File: src/rtl/sw_pkg.sv
package sw_pkg;

    typedef enum logic [2:0] {
        FLT_NONE   = 3'd0,
        FLT_XLAT   = 3'd1,
        FLT_DOMAIN = 3'd2,
        FLT_PERM   = 3'd3,
        FLT_XN     = 3'd4
    } fault_e;

    typedef enum logic [1:0] {
        MT_STRONG = 2'd0,
        MT_NORMAL = 2'd1,
        MT_OTHER  = 2'd2
    } mtype_e;

    typedef enum logic [1:0] {
        DC_NOACC   = 2'b00,
        DC_CLIENT  = 2'b01,
        DC_RSVD    = 2'b10,
        DC_MANAGER = 2'b11
    } dom_code_e;

    typedef enum logic [1:0] {
        ST_IDLE  = 2'd0,
        ST_FETCH = 2'd1,
        ST_WAIT  = 2'd2,
        ST_RESP  = 2'd3
    } walk_st_e;

    localparam logic [1:0] KIND_WRITE = 2'b01;
    localparam logic [1:0] KIND_FETCH = 2'b10;
    localparam logic [1:0] TYPE_SECT  = 2'b10;

endpackage

File: src/rtl/sw_check.sv
module sw_check
    import sw_pkg::*;
#(
    parameter int DOM_CNT = 16,
    localparam int DOM_W  = $clog2(DOM_CNT),
    localparam int DACR_W = 2 * DOM_CNT
) (
    input  logic [1:0]        dtype,
    input  logic              ssect,
    input  logic [DOM_W-1:0]  dom,
    input  logic              xn,
    input  logic              ap2,
    input  logic [1:0]        ap,
    input  logic [DACR_W-1:0] dacr,
    input  logic [1:0]        kind,
    input  logic              priv,
    output fault_e            fault
);

    logic [1:0] dom_code [DOM_CNT];

    genvar g;
    generate
        for (g = 0; g < DOM_CNT; g++) begin : g_dom
            assign dom_code[g] = dacr[2*g +: 2];
        end
    endgenerate

    logic [1:0] code;
    logic       rd_ok;
    logic       wr_ok;
    logic       perm_ok;

    always_comb begin
        code    = dom_code[dom];
        rd_ok   = (ap != 2'b00) && (priv || ap[1]);
        wr_ok   = !ap2 && ((ap == 2'b11) || (priv && (ap != 2'b00)));
        perm_ok = (kind == KIND_WRITE) ? wr_ok : rd_ok;

        if ((dtype != TYPE_SECT) || ssect) begin
            fault = FLT_XLAT;
        end else if ((code == DC_NOACC) || (code == DC_RSVD)) begin
            fault = FLT_DOMAIN;
        end else if (xn && (kind == KIND_FETCH)) begin
            fault = FLT_XN;
        end else if ((code == DC_CLIENT) && !perm_ok) begin
            fault = FLT_PERM;
        end else begin
            fault = FLT_NONE;
        end
    end

endmodule

File: src/rtl/sw_attr.sv
module sw_attr
    import sw_pkg::*;
(
    input  logic [2:0] tex,
    input  logic       cbit,
    input  logic       bbit,
    output mtype_e     mtype
);

    always_comb begin
        case ({tex, cbit, bbit})
            5'b000_0_0: mtype = MT_STRONG;
            5'b001_1_1: mtype = MT_NORMAL;
            default:    mtype = MT_OTHER;
        endcase
    end

endmodule

File: src/rtl/section_walker.sv
module section_walker
    import sw_pkg::*;
#(
    parameter int ADDR_W  = 32,
    parameter int SECT_W  = 20,
    parameter int DOM_CNT = 16,
    localparam int DACR_W = 2 * DOM_CNT,
    localparam int IDX_W  = ADDR_W - SECT_W
) (
    input  logic              clk,
    input  logic              rst_n,
    input  logic              xlat_en,
    input  logic [ADDR_W-1:0] ttb,
    input  logic [DACR_W-1:0] dacr,
    input  logic              req_valid,
    output logic              req_ready,
    input  logic [ADDR_W-1:0] req_va,
    input  logic [1:0]        req_kind,
    input  logic              req_priv,
    output logic              mem_req_valid,
    input  logic              mem_req_ready,
    output logic [ADDR_W-1:0] mem_req_addr,
    input  logic              mem_rsp_valid,
    input  logic [ADDR_W-1:0] mem_rsp_data,
    output logic              rsp_valid,
    input  logic              rsp_ready,
    output logic [ADDR_W-1:0] rsp_pa,
    output logic [2:0]        rsp_fault,
    output logic [1:0]        rsp_mtype,
    output logic              rsp_shared,
    output logic              rsp_global,
    output logic              rsp_ns,
    output logic              rsp_impl
);

    typedef struct packed {
        walk_st_e          st;
        logic [ADDR_W-1:0] va;
        logic [1:0]        kind;
        logic              priv;
        logic [ADDR_W-1:0] maddr;
        logic [ADDR_W-1:0] pa;
        fault_e            fault;
        mtype_e            mtype;
        logic              shared;
        logic              glob;
        logic              ns;
        logic              impl;
    } walk_t;

    walk_t r_q, r_d;

    fault_e chk_fault;
    mtype_e chk_mtype;

    sw_check #(.DOM_CNT(DOM_CNT)) check_i (
        .dtype (mem_rsp_data[1:0]),
        .ssect (mem_rsp_data[18]),
        .dom   (mem_rsp_data[8:5]),
        .xn    (mem_rsp_data[4]),
        .ap2   (mem_rsp_data[15]),
        .ap    (mem_rsp_data[11:10]),
        .dacr  (dacr),
        .kind  (r_q.kind),
        .priv  (r_q.priv),
        .fault (chk_fault)
    );

    sw_attr attr_i (
        .tex   (mem_rsp_data[14:12]),
        .cbit  (mem_rsp_data[3]),
        .bbit  (mem_rsp_data[2]),
        .mtype (chk_mtype)
    );

    always_comb begin
        r_d = r_q;
        case (r_q.st)
            ST_IDLE: begin
                if (req_valid) begin
                    r_d.va   = req_va;
                    r_d.kind = req_kind;
                    r_d.priv = req_priv;
                    if (!xlat_en) begin
                        r_d.pa     = req_va;
                        r_d.fault  = FLT_NONE;
                        r_d.mtype  = MT_STRONG;
                        r_d.shared = 1'b0;
                        r_d.glob   = 1'b0;
                        r_d.ns     = 1'b0;
                        r_d.impl   = 1'b0;
                        r_d.st     = ST_RESP;
                    end else begin
                        r_d.maddr = ttb | (ADDR_W'(req_va[ADDR_W-1:SECT_W]) << 2);
                        r_d.st    = ST_FETCH;
                    end
                end
            end
            ST_FETCH: begin
                if (mem_req_ready) begin
                    r_d.st = ST_WAIT;
                end
            end
            ST_WAIT: begin
                if (mem_rsp_valid) begin
                    r_d.fault = chk_fault;
                    if (chk_fault == FLT_NONE) begin
                        r_d.pa     = {mem_rsp_data[ADDR_W-1:SECT_W], r_q.va[SECT_W-1:0]};
                        r_d.mtype  = chk_mtype;
                        r_d.shared = mem_rsp_data[16];
                        r_d.glob   = !mem_rsp_data[17];
                        r_d.ns     = mem_rsp_data[19];
                        r_d.impl   = mem_rsp_data[9];
                    end else begin
                        r_d.pa     = r_q.va;
                        r_d.mtype  = MT_STRONG;
                        r_d.shared = 1'b0;
                        r_d.glob   = 1'b0;
                        r_d.ns     = 1'b0;
                        r_d.impl   = 1'b0;
                    end
                    r_d.st = ST_RESP;
                end
            end
            ST_RESP: begin
                if (rsp_ready) begin
                    r_d.st = ST_IDLE;
                end
            end
            default: r_d.st = ST_IDLE;
        endcase
    end

    always_ff @(posedge clk or negedge rst_n) begin
        if (!rst_n) begin
            r_q <= '{st: ST_IDLE, fault: FLT_NONE, mtype: MT_STRONG, default: '0};
        end else begin
            r_q <= r_d;
        end
    end

    assign req_ready     = (r_q.st == ST_IDLE);
    assign mem_req_valid = (r_q.st == ST_FETCH);
    assign mem_req_addr  = r_q.maddr;
    assign rsp_valid     = (r_q.st == ST_RESP);
    assign rsp_pa        = r_q.pa;
    assign rsp_fault     = r_q.fault;
    assign rsp_mtype     = r_q.mtype;
    assign rsp_shared    = r_q.shared;
    assign rsp_global    = r_q.glob;
    assign rsp_ns        = r_q.ns;
    assign rsp_impl      = r_q.impl;

    // descriptor read request held steady until granted
    assert_mem_hold_R2: assert property (@(posedge clk) disable iff (!rst_n)
        (mem_req_valid && !mem_req_ready) |=> (mem_req_valid && $stable(mem_req_addr)));

    // a non-section descriptor always ends in a translation fault
    assert_bad_type_R4: assert property (@(posedge clk) disable iff (!rst_n)
        ((r_q.st == ST_WAIT) && mem_rsp_valid && (mem_rsp_data[1:0] != 2'b10))
        |=> (rsp_valid && (rsp_fault == 3'd1)));

    // pass-through answers next cycle with the request address
    assert_bypass_R10: assert property (@(posedge clk) disable iff (!rst_n)
        (req_valid && req_ready && !xlat_en)
        |=> (rsp_valid && (rsp_pa == $past(req_va)) && (rsp_fault == 3'd0) && !mem_req_valid));

    // no second acceptance right after one
    assert_busy_R11: assert property (@(posedge clk) disable iff (!rst_n)
        (req_valid && req_ready) |=> !req_ready);

    // result held until taken
    assert_rsp_hold_R11: assert property (@(posedge clk) disable iff (!rst_n)
        (rsp_valid && !rsp_ready)
        |=> (rsp_valid && $stable(rsp_pa) && $stable(rsp_fault) && $stable(rsp_mtype)));

    // faults carry no attributes
    assert_fault_attr_R12: assert property (@(posedge clk) disable iff (!rst_n)
        (rsp_valid && (rsp_fault != 3'd0))
        |-> ((rsp_mtype == 2'd0) && !rsp_shared && !rsp_global && !rsp_ns && !rsp_impl));

endmodule

File: config.mk
export PLATFORM = sky130hd
export DESIGN_NAME = section_walker
export DESIGN_NICKNAME = d
export VERILOG_FILES = /design/src/rtl/sw_pkg.sv /design/src/rtl/sw_check.sv /design/src/rtl/sw_attr.sv /design/src/rtl/section_walker.sv
export SDC_FILE = /design/constraint.sdc
export NUM_CORES = 1
export LEC_CHECK = 0
export ABC_AREA = 1
export BUFFER_PORTS_ARGS = -buffer_cell sky130_fd_sc_hd__buf_4
export CAP_MARGIN = 0
export CORE_UTILIZATION = 33
export CTS_CLUSTER_DIAMETER = 200
export DETAILED_ROUTE_END_ITERATION = 16
export PLACE_DENSITY = 0.59
export SLEW_MARGIN = 25
export SYNTH_ARGS = -nofsm -noshare
export SYNTH_HDL_FRONTEND = slang
export SYNTH_SLANG_ARGS = --single-unit
File: constraint.sdc
create_clock -name clk -period 5 [get_ports clk]
set_input_delay 0.75 -clock clk [delete_from_list [all_inputs] [get_ports clk]]
set_output_delay 0.75 -clock clk [all_outputs]
set_load 0.03 [all_outputs]
==> results of run 1 <==
-- metal layers --
metal | global-route usage (%) | vias up | part of all wire, %
met1 | 23.3 | 2273 | 46
met4 | 6.37 | 0 | 1.5
met5 | 0 | - | 0
met2 | 26.4 | 152 | 46
li1 | - | 2471 | -
met3 | 2.99 | 14 | 5.7
-- stage by stage --
step	std cells	setup slack [ps]	power (mW)	hold WS [ps]
after floorplan	722	2980	3.09	450
after global placement	1062	2030	3.47	462
after detailed placement	1062	2060	3.50	466
after CTS	1078	2040	4.19	485
after global routing	1078	1760	4.45	457
final	1078	2080	4.14	405
-- kinds of logic after synthesis --
group                      share of synthesized area, %
AOI/OAI and AO/OA                                  11.0
adders and majority gates                         0.866
buffers and inverters                              15.9
DFF                                                47.6
and+or+nand+nor                                    24.7
-- area by class of cell --
cell class | instances | area [um2] | area share, %
clock buffers | 9 | 225 | 3.09
repair buffers | 219 | 1650 | 22.6
multi-input cells | 448 | 2110 | 29.0
inverters | 60 | 228 | 3.12
clock inverters | 7 | 48.8 | 0.669
well taps | 225 | 282 | 3.86
flip-flops and latches | 110 | 2750 | 37.7
-- flip-flops by register name (all words and copies together), names as in the netlist --
register and flops:
rsp_ns 1, mem_req_addr 32, rsp_fault 3, rsp_global 1, rsp_mtype 2, rsp_pa 32, rsp_impl 1, r_q 37
rsp_shared 1
-- worst max-delay path by stage --
stage,end,cells past startpoint,slack [ps]
finish,rsp_pa[27],10,2080
global route,rsp_pa[4],10,1760
CTS,rsp_pa[27],10,2040
detailed placement,rsp_pa[28],10,2060
global placement,mem_req_addr[21],8,2030
floorplan,rsp_pa[20],10,2980
-- cell usage in the layout, fill, tap and decap left out, drive strengths merged --
master | netlist | routed
clkinvlp | 0 | 3
o22ai | 1 | 1
a22oi | 20 | 20
o21ai | 56 | 56
buf | 81 | 219
a31oi | 1 | 1
o21bai | 1 | 1
inv | 60 | 61
nand2 | 252 | 252
a21oi | 28 | 28
a221oi | 1 | 1
nor2 | 31 | 31
clkinv | 0 | 3
a22o | 1 | 1
clkbuf | 23 | 9
ha | 4 | 4
nand3 | 36 | 36
nand4 | 14 | 14
dfrtp | 110 | 110
nor3 | 2 | 2
-- power groups by stage --
stage | registers, mW | clock network, mW | logic (mW)
6_report | 1.47 | 0.671 | 2.00
5_1_grt | 1.52 | 0.729 | 2.20
4_1_cts | 1.47 | 0.697 | 2.02
3_5_place_dp | 1.48 | 0 | 2.02
3_3_place_gp | 1.48 | 0 | 1.99
2_1_floorplan | 1.43 | 0 | 1.66
==> key figures, run 1 <==
Outcome
  • Run status: finished, final reports clean

Drt
  • Average routed wire per standard cell: about 14 um
  • DRT iter0 DRCs: 239
  • Final ANT Viol Nets: 0
  • First-pass detailed-route iteration total: 4
  • Via count: 4910
  • Final WL: 14800 um
  • DRC Markers: 0
  • Vias per cell: ~4.6

Critical path
  • Type of origin of the critical path: flop
  • Crit path cell chain: inv_1, ha_2, buf_4, inv_1, o22ai_1, nor2_1, buf_4, inv_2, a21oi_1, a21oi_2
  • Req. time, crit path: 5280 ps
  • Slowest cell delay on critical path: 730 ps
  • Largest delay share family, worst path: buffers and inverters
  • Worst Setup Path Type: reg -> reg
  • WP buf/inv: 5
  • Worst r2r dst: rsp_pa[27]
  • Worst R2R Setup Slack: 2080 ps
  • CP startpoint: r_q[108]
  • Arr. time, crit path: 3200 ps
  • Crit-path slowest cell: inv_2
  • FF-to-FF path depth: 10
  • Critical path capture point type: flop
  • CP Max Fanout: 61
  • FF-to-FF Start: r_q[108]

Clocking
  • Setup Buffers After CTS: 0
  • Cts hold-fix bufs: 0
  • TritonCTS Buffers: 9
  • CTS HTree Levels: 3
  • CTS root buffer: clkbuf_16
  • CTS tree: yes
  • # clock sinks: 110
  • Clock transition at the registers of the reported paths: 70 ps
  • Post-CTS Resized: 0
  • Clock latency on the worst-skew pair: 350 ps
  • Max clock buf depth: 2

Global route
  • First-pass GRT wire length: 24000 um
  • GRT overflow: 0
  • Vias in the first global route: 4689
  • Gr usage total: approximately 17%
  • Initial antenna violation count: 0
  • Pin count of the biggest net entering global routing: 73

Layout
  • Fin nets: 990
  • Fill cells: 1787
  • Syn-to-layout area delta: 26.3%
  • ANT cells: 0
  • Fin area: between 0.007 and 0.008 mm2
  • Finished Core Util: 42.5%
  • Layout cells sized above 1: 31.2%

STA
  • Final worst path period need: 2920 ps
  • Rel. slew slack: around 34%
  • Final setup viols: 0
  • Worst Skew: 8.25 ps
  • Crit share post-route: between 50% and 60%
  • Final TNS setup: 0 ps
  • Max Fclk: approximately 0.34 GHz
  • Worst Tran Pin Value: 991 ps
  • RSZ-0062 raised after global routing: no
  • Final hold viol count: 0
  • Max-slew violations: 0

Synthesis
  • Netlist cell types: 30
  • Top-count cell post-synth: nand2_1
  • Yosys reg bits: 110
  • Syn Area/Cell: between 8 and 9 um2
  • Synth area leader: dfrtp_1
  • Mapped Area: 0.00578 mm2
  • EDFF count, synth: 0
  • Seq/Total Area, Yosys: approximately 48%
  • Synth Net Count: 864
  • Main synth FF type: dfrtp_1
  • Yosys warns: 0
  • Commonest cells in the netlist: nand2_1 (244), dfrtp_1 (110), buf_4 (72)
  • Asr flop ratio synth: 100%
  • Top-area cell type share of the netlist area: 47.6%
  • Area contributors post-synth: dfrtp_1 (48%), nand2_1 (16%), buf_4 (9.4%)
  • Cells after synthesis: 722

Power
  • Reg power frac: 35.5%
  • Max VDD drop: 246 uV
  • Internal power: between 2 and 2.5 mW
  • Psw: 1.81 mW
  • Combinational share of power: between 40% and 50%
  • Clock Power Share: 16.2%
  • Leak: 3.87 nW
  • Cell area power density: ~570 mW/mm2
  • Sw Share: 43.8%

Placement
  • DP Wirelength: 10500 um
  • Placed Area: about 0.0070 mm2
  • Final GP Congestion: 0.772
  • Port Buffers: 213

Die
  • Row count: 48
  • Die Ht: 134 um
  • IO Pins: 214
  • Die X: 134 um
  • Core ar.: 0.0172 mm2
  • Initial Util: 33.6%
  • Die ar.: roughly 0.018 mm2

Hold path
  • Hold WC Path Type: in -> async

Job
  • Max-cap violations: 0
(Power assumes the default switching activity.)
==> run 2: changes to the inputs <==
Settings changed: PLACE_DENSITY 0.59 to 0.61.
Clock period 5 ns to 2.6 ns, I/O delays scaled along.
==> run 2 against run 1 <==
Compared with the run above:
- clock power increased by 92%
- global-route usage about the same
- first-iteration DRC count decreased by 5.0%
- sequential cell count unchanged
- critical endpoint is now rsp_pa[10]
==> key figures, run 2 (synthesis results as in run 1) <==
Critical path
  • CP Max Fanout: 40 (-34%)
  • Slowest cell delay on critical path: 400 ps (-330 ps)
  • WP buf/inv: 5 (unchanged)
  • Crit-path slowest cell: dfrtp_1
  • Worst Setup Path Type: reg -> reg
  • FF-to-FF path depth: 11 (+1)
  • Critical path capture point type: flop
  • Arr. time, crit path: 2300 ps (-900 ps)
  • Crit path cell chain: inv_1, ha_1, inv_1, nand2_1, o21ai_0, inv_1, nor2_1, inv_2, buf_12, nand2_1, o21ai_0
  • Type of origin of the critical path: flop
  • Worst R2R Setup Slack: 530 ps (-1550 ps)
  • Worst r2r dst: rsp_pa[10]
  • CP startpoint: r_q[108]
  • Req. time, crit path: 2830 ps (-2450 ps)
  • FF-to-FF Start: r_q[108]
  • Largest delay share family, worst path: buffers and inverters
  • Crit path top cell by count: inv_1

Drt
  • DRT iter0 DRCs: 227 (-5.0%)
  • Vias per cell: 4.53 (-0.63%)
  • First-pass detailed-route iteration total: 4 (unchanged)
  • DRC Markers: 0 (unchanged)
  • Final WL: 14900 um (+0.94%)
  • Average routed wire per standard cell: 13.8 um (+0.38%)
  • Via count: 4906 (-0.081%)
  • Final ANT Viol Nets: 0 (unchanged)

Global route
  • GRT overflow: 0 (unchanged)
  • Pin count of the biggest net entering global routing: 54 (-26%)
  • Initial antenna violation count: 0 (unchanged)
  • Gr usage total: 16.9% (+0.038 points)
  • First-pass GRT wire length: 23900 um (-0.32%)
  • Vias in the first global route: 4731 (+0.90%)

Die
  • Row count: 48 (unchanged)
  • Die X: 134 um (unchanged)
  • IO Pins: 214 (unchanged)
  • Initial Util: 33.6% (unchanged)
  • Core ar.: 0.0172 mm2 (unchanged)
  • Die ar.: 0.0180 mm2 (unchanged)
  • Die Ht: 134 um (unchanged)

Clocking
  • Clock transition at the registers of the reported paths: 70 ps (about the same)
  • # clock sinks: 110 (unchanged)
  • TritonCTS Buffers: 9 (unchanged)
  • Post-CTS Resized: 0 (unchanged)
  • Setup Buffers After CTS: 0 (unchanged)
  • CTS HTree Levels: 3 (unchanged)
  • Cts hold-fix bufs: 0 (unchanged)
  • Max clock buf depth: 2 (unchanged)
  • Clock latency on the worst-skew pair: 350 ps (about the same)
  • CTS root buffer: clkbuf_16
  • CTS tree: yes

STA
  • Rel. slew slack: 52.7% (+19 points)
  • Max-slew violations: 0 (unchanged)
  • Final worst path period need: 2070 ps (-847 ps)
  • WHS: 80.9 ps (-325 ps)
  • Final hold viol count: 0 (unchanged)
  • Final setup viols: 0 (unchanged)
  • Final TNS setup: 0 ps (unchanged)
  • Max Fclk: 0.482 GHz (+41%)
  • PnR worst setup slack: 527 ps (-1550 ps)
  • Worst Tran Pin Value: 710 ps (-281 ps)
  • Crit share post-route: 79.7% (+21 points)
  • Worst Skew: 9.56 ps (+1.30 ps)
  • RSZ-0062 raised after global routing: no

Layout
  • Syn-to-layout area delta: 27.5%
  • Commonest non-fill, non-tap cells in the layout: nand2_1 (244), buf_4 (223), dfrtp_1 (110), inv_1 (57), o21ai_0 (53)
  • Largest Register: r_q
  • Number of flip-flops in the largest register: 37 (unchanged)
  • Layout cells sized above 1: 31.5% (+0.36 points)
  • Most common cell after layout, fill and taps aside: nand2_1
  • Fill cells: 1774 (-0.73%)
  • ANT cells: 0 (unchanged)
  • Fin nets: 996 (+0.61%)

Outcome
  • Run status: finished, final reports clean

Power
  • Max VDD drop: 503 uV (+100%)
  • Cell area power density: 1090 mW/mm2 (+92%)
  • Leak: 3.91 nW (+0.83%)
  • Final Power: 8.02 mW (+94%)

Job
  • Max-cap violations: 0 (unchanged)

Placement
  • DP Worst Slack: 463 ps (-1590 ps)
  • DP Wirelength: 10800 um (+2.5%)
  • Final GP Congestion: 0.834 (+8.0%)
  • Port Buffers: 213 (unchanged)

Hold path
  • Hold WC Path Type: in -> async
[run 2: changes by cell type in the layout (fill, tap and decap cells not counted), sizes merged]
cell / before / now
buf: 219 / 225
clkinv: 3 / 1
clkbuf: 9 / 10
clkinvlp: 3 / 4
[run 2: metrics by stage]
stage	cells	utilization (%)	instance area (um2)
CTS	1084	42.9	7370
global route	1084	42.9	7370
detailed placement	1068	41.3	7090
floorplan	722	-	5780
finish	1084	42.9	7370
global placement	1068	41.3	7090
[run 2: area by class of cell]
class | instances | area [um2] | area share [%]
tap | 225 | 282 | 3.82
timing repair buffer | 225 | 1710 | 23.3
inverter | 60 | 228 | 3.09
clock buffer | 10 | 229 | 3.11
sequential | 110 | 2750 | 37.4
multi-input combinational | 448 | 2110 | 28.7
clock inverter | 6 | 46.3 | 0.629
[run 2: layer usage]
layer  vias to the layer above  global-route usage, %  wire length (um)
li1                       2490                      -                 -
met1                      2240                   22.2              6850
met2                       159                   27.6              6890
met3                        17                   3.59               935
met4                         0                   5.74               250
met5                         -                      0                 0
[run 2: report_power, final]
part / internal [mW] / switching (mW)
clock: 0.656 / 0.638
sequential: 2.45 / 0.381
combinational: 1.42 / 2.48
[run 2: how the worst max path moves through the flow]
| stage | to | slack [ps] | cells after the start |
|---|---|---|---|
| 2_1_floorplan | rsp_pa[20] | 580 | 10 |
| 3_3_place_gp | rsp_pa[21] | 460 | 12 |
| 3_5_place_dp | rsp_pa[25] | 460 | 12 |
| 4_1_cts | rsp_pa[10] | 460 | 11 |
| 5_1_grt | rsp_pa[0] | 260 | 11 |
| 6_report | rsp_pa[10] | 530 | 11 |
==> run 3: changes to the inputs <==
Settings changed: PLACE_DENSITY 0.61 to 0.59.
Clock period 2.6 ns to 2.1 ns, I/O delays scaled along.
==> run 3 against run 2 <==
Compared with the run above:
- critical path depth shrank 3
- combinational power is 25% higher
- non-clock buffer count rose by 5
- sequential power up 23%
- register-to-register slack lost 300 ps
- cell area is 1.1% higher
- sequential share of layout area decreased by 0.40 points
- fmax up 11%
- clock-buffer cell count is the same
- highest routed layer unchanged
==> key figures, run 3 (synthesis results as in run 1) <==
Clocking
  • TritonCTS Buffers: 9 (unchanged)
  • Setup Buffers After CTS: 0 (unchanged)
  • # clock sinks: 110 (unchanged)
  • CTS HTree Levels: 3 (unchanged)
  • Clock latency on the worst-skew pair: 350 ps (about the same)
  • CTS root buffer: clkbuf_16
  • CTS tree: yes
  • Clock transition at the registers of the reported paths: 70 ps (about the same)
  • Max clock buf depth: 2 (unchanged)

Global route
  • Vias in the first global route: 4713 (-0.38%)
  • First-pass GRT wire length: 24300 um (+1.5%)
  • GRT overflow: 0 (unchanged)
  • Initial antenna violation count: 0 (unchanged)
  • Gr usage total: 17.1% (+0.21 points)
  • Pin count of the biggest net entering global routing: 49 (-9.3%)

Drt
  • First-pass detailed-route iteration total: 5 (+1)
  • Vias per cell: 4.53 (+0.13%)
  • Met2 WL: 6900 um (+0.15%)
  • Highest metal layer with signal wires: met4
  • Final ANT Viol Nets: 0 (unchanged)
  • Final WL: 14900 um (-0.13%)
  • DRT iter0 DRCs: 235 (+3.5%)
  • Via count: 4935 (+0.59%)
  • Average routed wire per standard cell: 13.7 um (-0.59%)
  • Routed wl met3: 935 um (unchanged)
  • DRC Markers: 0 (unchanged)
  • Routed length on met1: 6880 um (+0.42%)

Layout
  • Most common cell after layout, fill and taps aside: nand2_1
  • ANT cells: 0 (unchanged)
  • Number of flip-flops in the largest register: 37 (unchanged)
  • Fin nets: 1001 (+0.50%)
  • Fill cells: 1752 (-1.2%)
  • Syn-to-layout area delta: 28.9%
  • Layout cells sized above 1: 32.2% (+0.63 points)
  • Commonest non-fill, non-tap cells in the layout: nand2_1 (244), buf_4 (227), dfrtp_1 (110), inv_1 (56), o21ai_0 (53)
  • Largest Register: r_q

Die
  • Core ar.: 0.0172 mm2 (unchanged)
  • Die ar.: 0.0180 mm2 (unchanged)
  • IO Pins: 214 (unchanged)
  • Die X: 134 um (unchanged)
  • Die Ht: 134 um (unchanged)
  • Initial Util: 33.6% (unchanged)
  • Row count: 48 (unchanged)

Placement
  • DP Worst Slack: 44.1 ps (-419 ps)
  • DP Wirelength: 10800 um (+0.45%)
  • Port Buffers: 213 (unchanged)
  • Final GP Congestion: 0.787 (-5.6%)

STA
  • Final hold viol count: 0 (unchanged)
  • PnR worst setup slack: 228 ps (-299 ps)
  • RSZ-0062 raised after global routing: no
  • Final TNS setup: 0 ps (unchanged)
  • Worst Skew: 10.1 ps (+0.507 ps)
  • Crit share post-route: 89.1% (+9.4 points)
  • Final setup viols: 0 (unchanged)
  • Final worst path period need: 1870 ps (-201 ps)
  • Rel. slew slack: 61.1% (+8.4 points)
  • Worst Tran Pin Value: 583 ps (-127 ps)
  • Max-slew violations: 0 (unchanged)
  • Max Fclk: 0.534 GHz (+11%)

Critical path
  • Slowest cell delay on critical path: 410 ps (about the same)
  • Worst Setup Path Type: reg -> reg
  • Crit path cell chain: inv_1, ha_1, inv_1, o22ai_1, nor2_4, inv_2, buf_4, o21ai_0
  • Req. time, crit path: 2320 ps (-510 ps)
  • Arr. time, crit path: 2090 ps (-210 ps)
  • Crit-path slowest cell: dfrtp_1
  • FF-to-FF Start: r_q[108]
  • Critical path capture point type: flop
  • Type of origin of the critical path: flop
  • CP Max Fanout: 38 (-5.0%)
  • Crit path top cell by count: inv_1
  • CP startpoint: r_q[108]

Power
  • Internal power: 5.78 mW (+28%)
  • Sw Share: 43.0% (-0.63 points)
  • Cell area power density: 1360 mW/mm2 (+25%)
  • Clock Power Share: 17.4% (+1.3 points)
  • Psw: 4.35 mW (+25%)
  • Combinational share of power: 48.1% (-0.5 points)
  • Reg power frac: 34.4% (-0.9 points)
  • Leak: 3.95 nW (+1.2%)
  • Max VDD drop: 619 uV (+23%)

Job
  • Max-cap violations: 0 (unchanged)

Hold path
  • Hold_sp: mem_rsp_data[17]
  • Hold WC Path Type: in -> reg

Outcome
  • Run status: finished, final reports clean
[run 3: cell count changes in the layout (fill, tap and decap cells not counted), sizes merged]
cell,delta
buf,+4
clkinvlp,-3
clkinv,+2
bufinv,+1
dlygate4sd3,+1
[run 3: path summary, 6_finish.rpt]
kind                                     to  slack [ps]  cells past startpoint
max                              rsp_pa[19]         230                      8
min                              rsp_global         150                      2
max reg2reg                      rsp_pa[19]         230                      8
min reg2reg                         r_q[88]         480                      2
max in group asynchronous  mem_req_addr[23]        1120                      3
min in group asynchronous      rsp_mtype[0]         330                      2
[run 3: cell type report]
cell class,instances,area (um2),area share [%]
flip-flops and latches,110,2750,37.0
repair buffers,230,1750,23.6
multi-input cells,448,2120,28.5
inverters,60,228,3.06
clock inverters,6,68.8,0.924
clock buffers,10,239,3.21
well taps,225,282,3.78
[run 3: worst max-delay path: cells and delay by family, from the launching register on]
family | cells | cell delay, ps
adders and majority gates | 1 | 190
buffers and inverters | 4 | 590
AOI/OAI and AO/OA | 2 | 450
and+or+nand+nor | 1 | 80
DFF | 1 | 410
[run 3: layer usage]
layer | global-route usage (%) | up-vias
met5 | 0 | -
met4 | 5.18 | 0
met1 | 23.7 | 2260
met3 | 3.14 | 12
li1 | - | 2495
met2 | 27.1 | 168
[run 3: what timing repair did]
action	4_1_cts	5_1_grt
gates resized for setup	0	3
setup endpoints to repair	0	25
endpoints found under the hold margin	6	0
hold buffers	1	0
[run 3: power groups by stage]
stage | sequential, mW | combinational (mW) | clock [mW]
final | 3.49 | 4.88 | 1.77
after global routing | 3.59 | 5.37 | 1.92
after CTS | 3.49 | 4.93 | 1.83
after detailed placement | 3.53 | 4.92 | 0
after global placement | 3.51 | 4.86 | 0
after floorplan | 3.40 | 3.95 | 0
[run 3: metrics by stage]
stage	power, mW	cell area (um2)	cells	util, %	hold slack (ps)
6_report	10.1	7450	1089	43.3	151
5_1_grt	10.9	7450	1089	43.3	147
4_1_cts	10.3	7440	1089	43.3	138
3_5_place_dp	8.44	7120	1072	41.5	150
3_3_place_gp	8.37	7120	1072	41.5	153
2_1_floorplan	7.36	5780	722	-	19.4
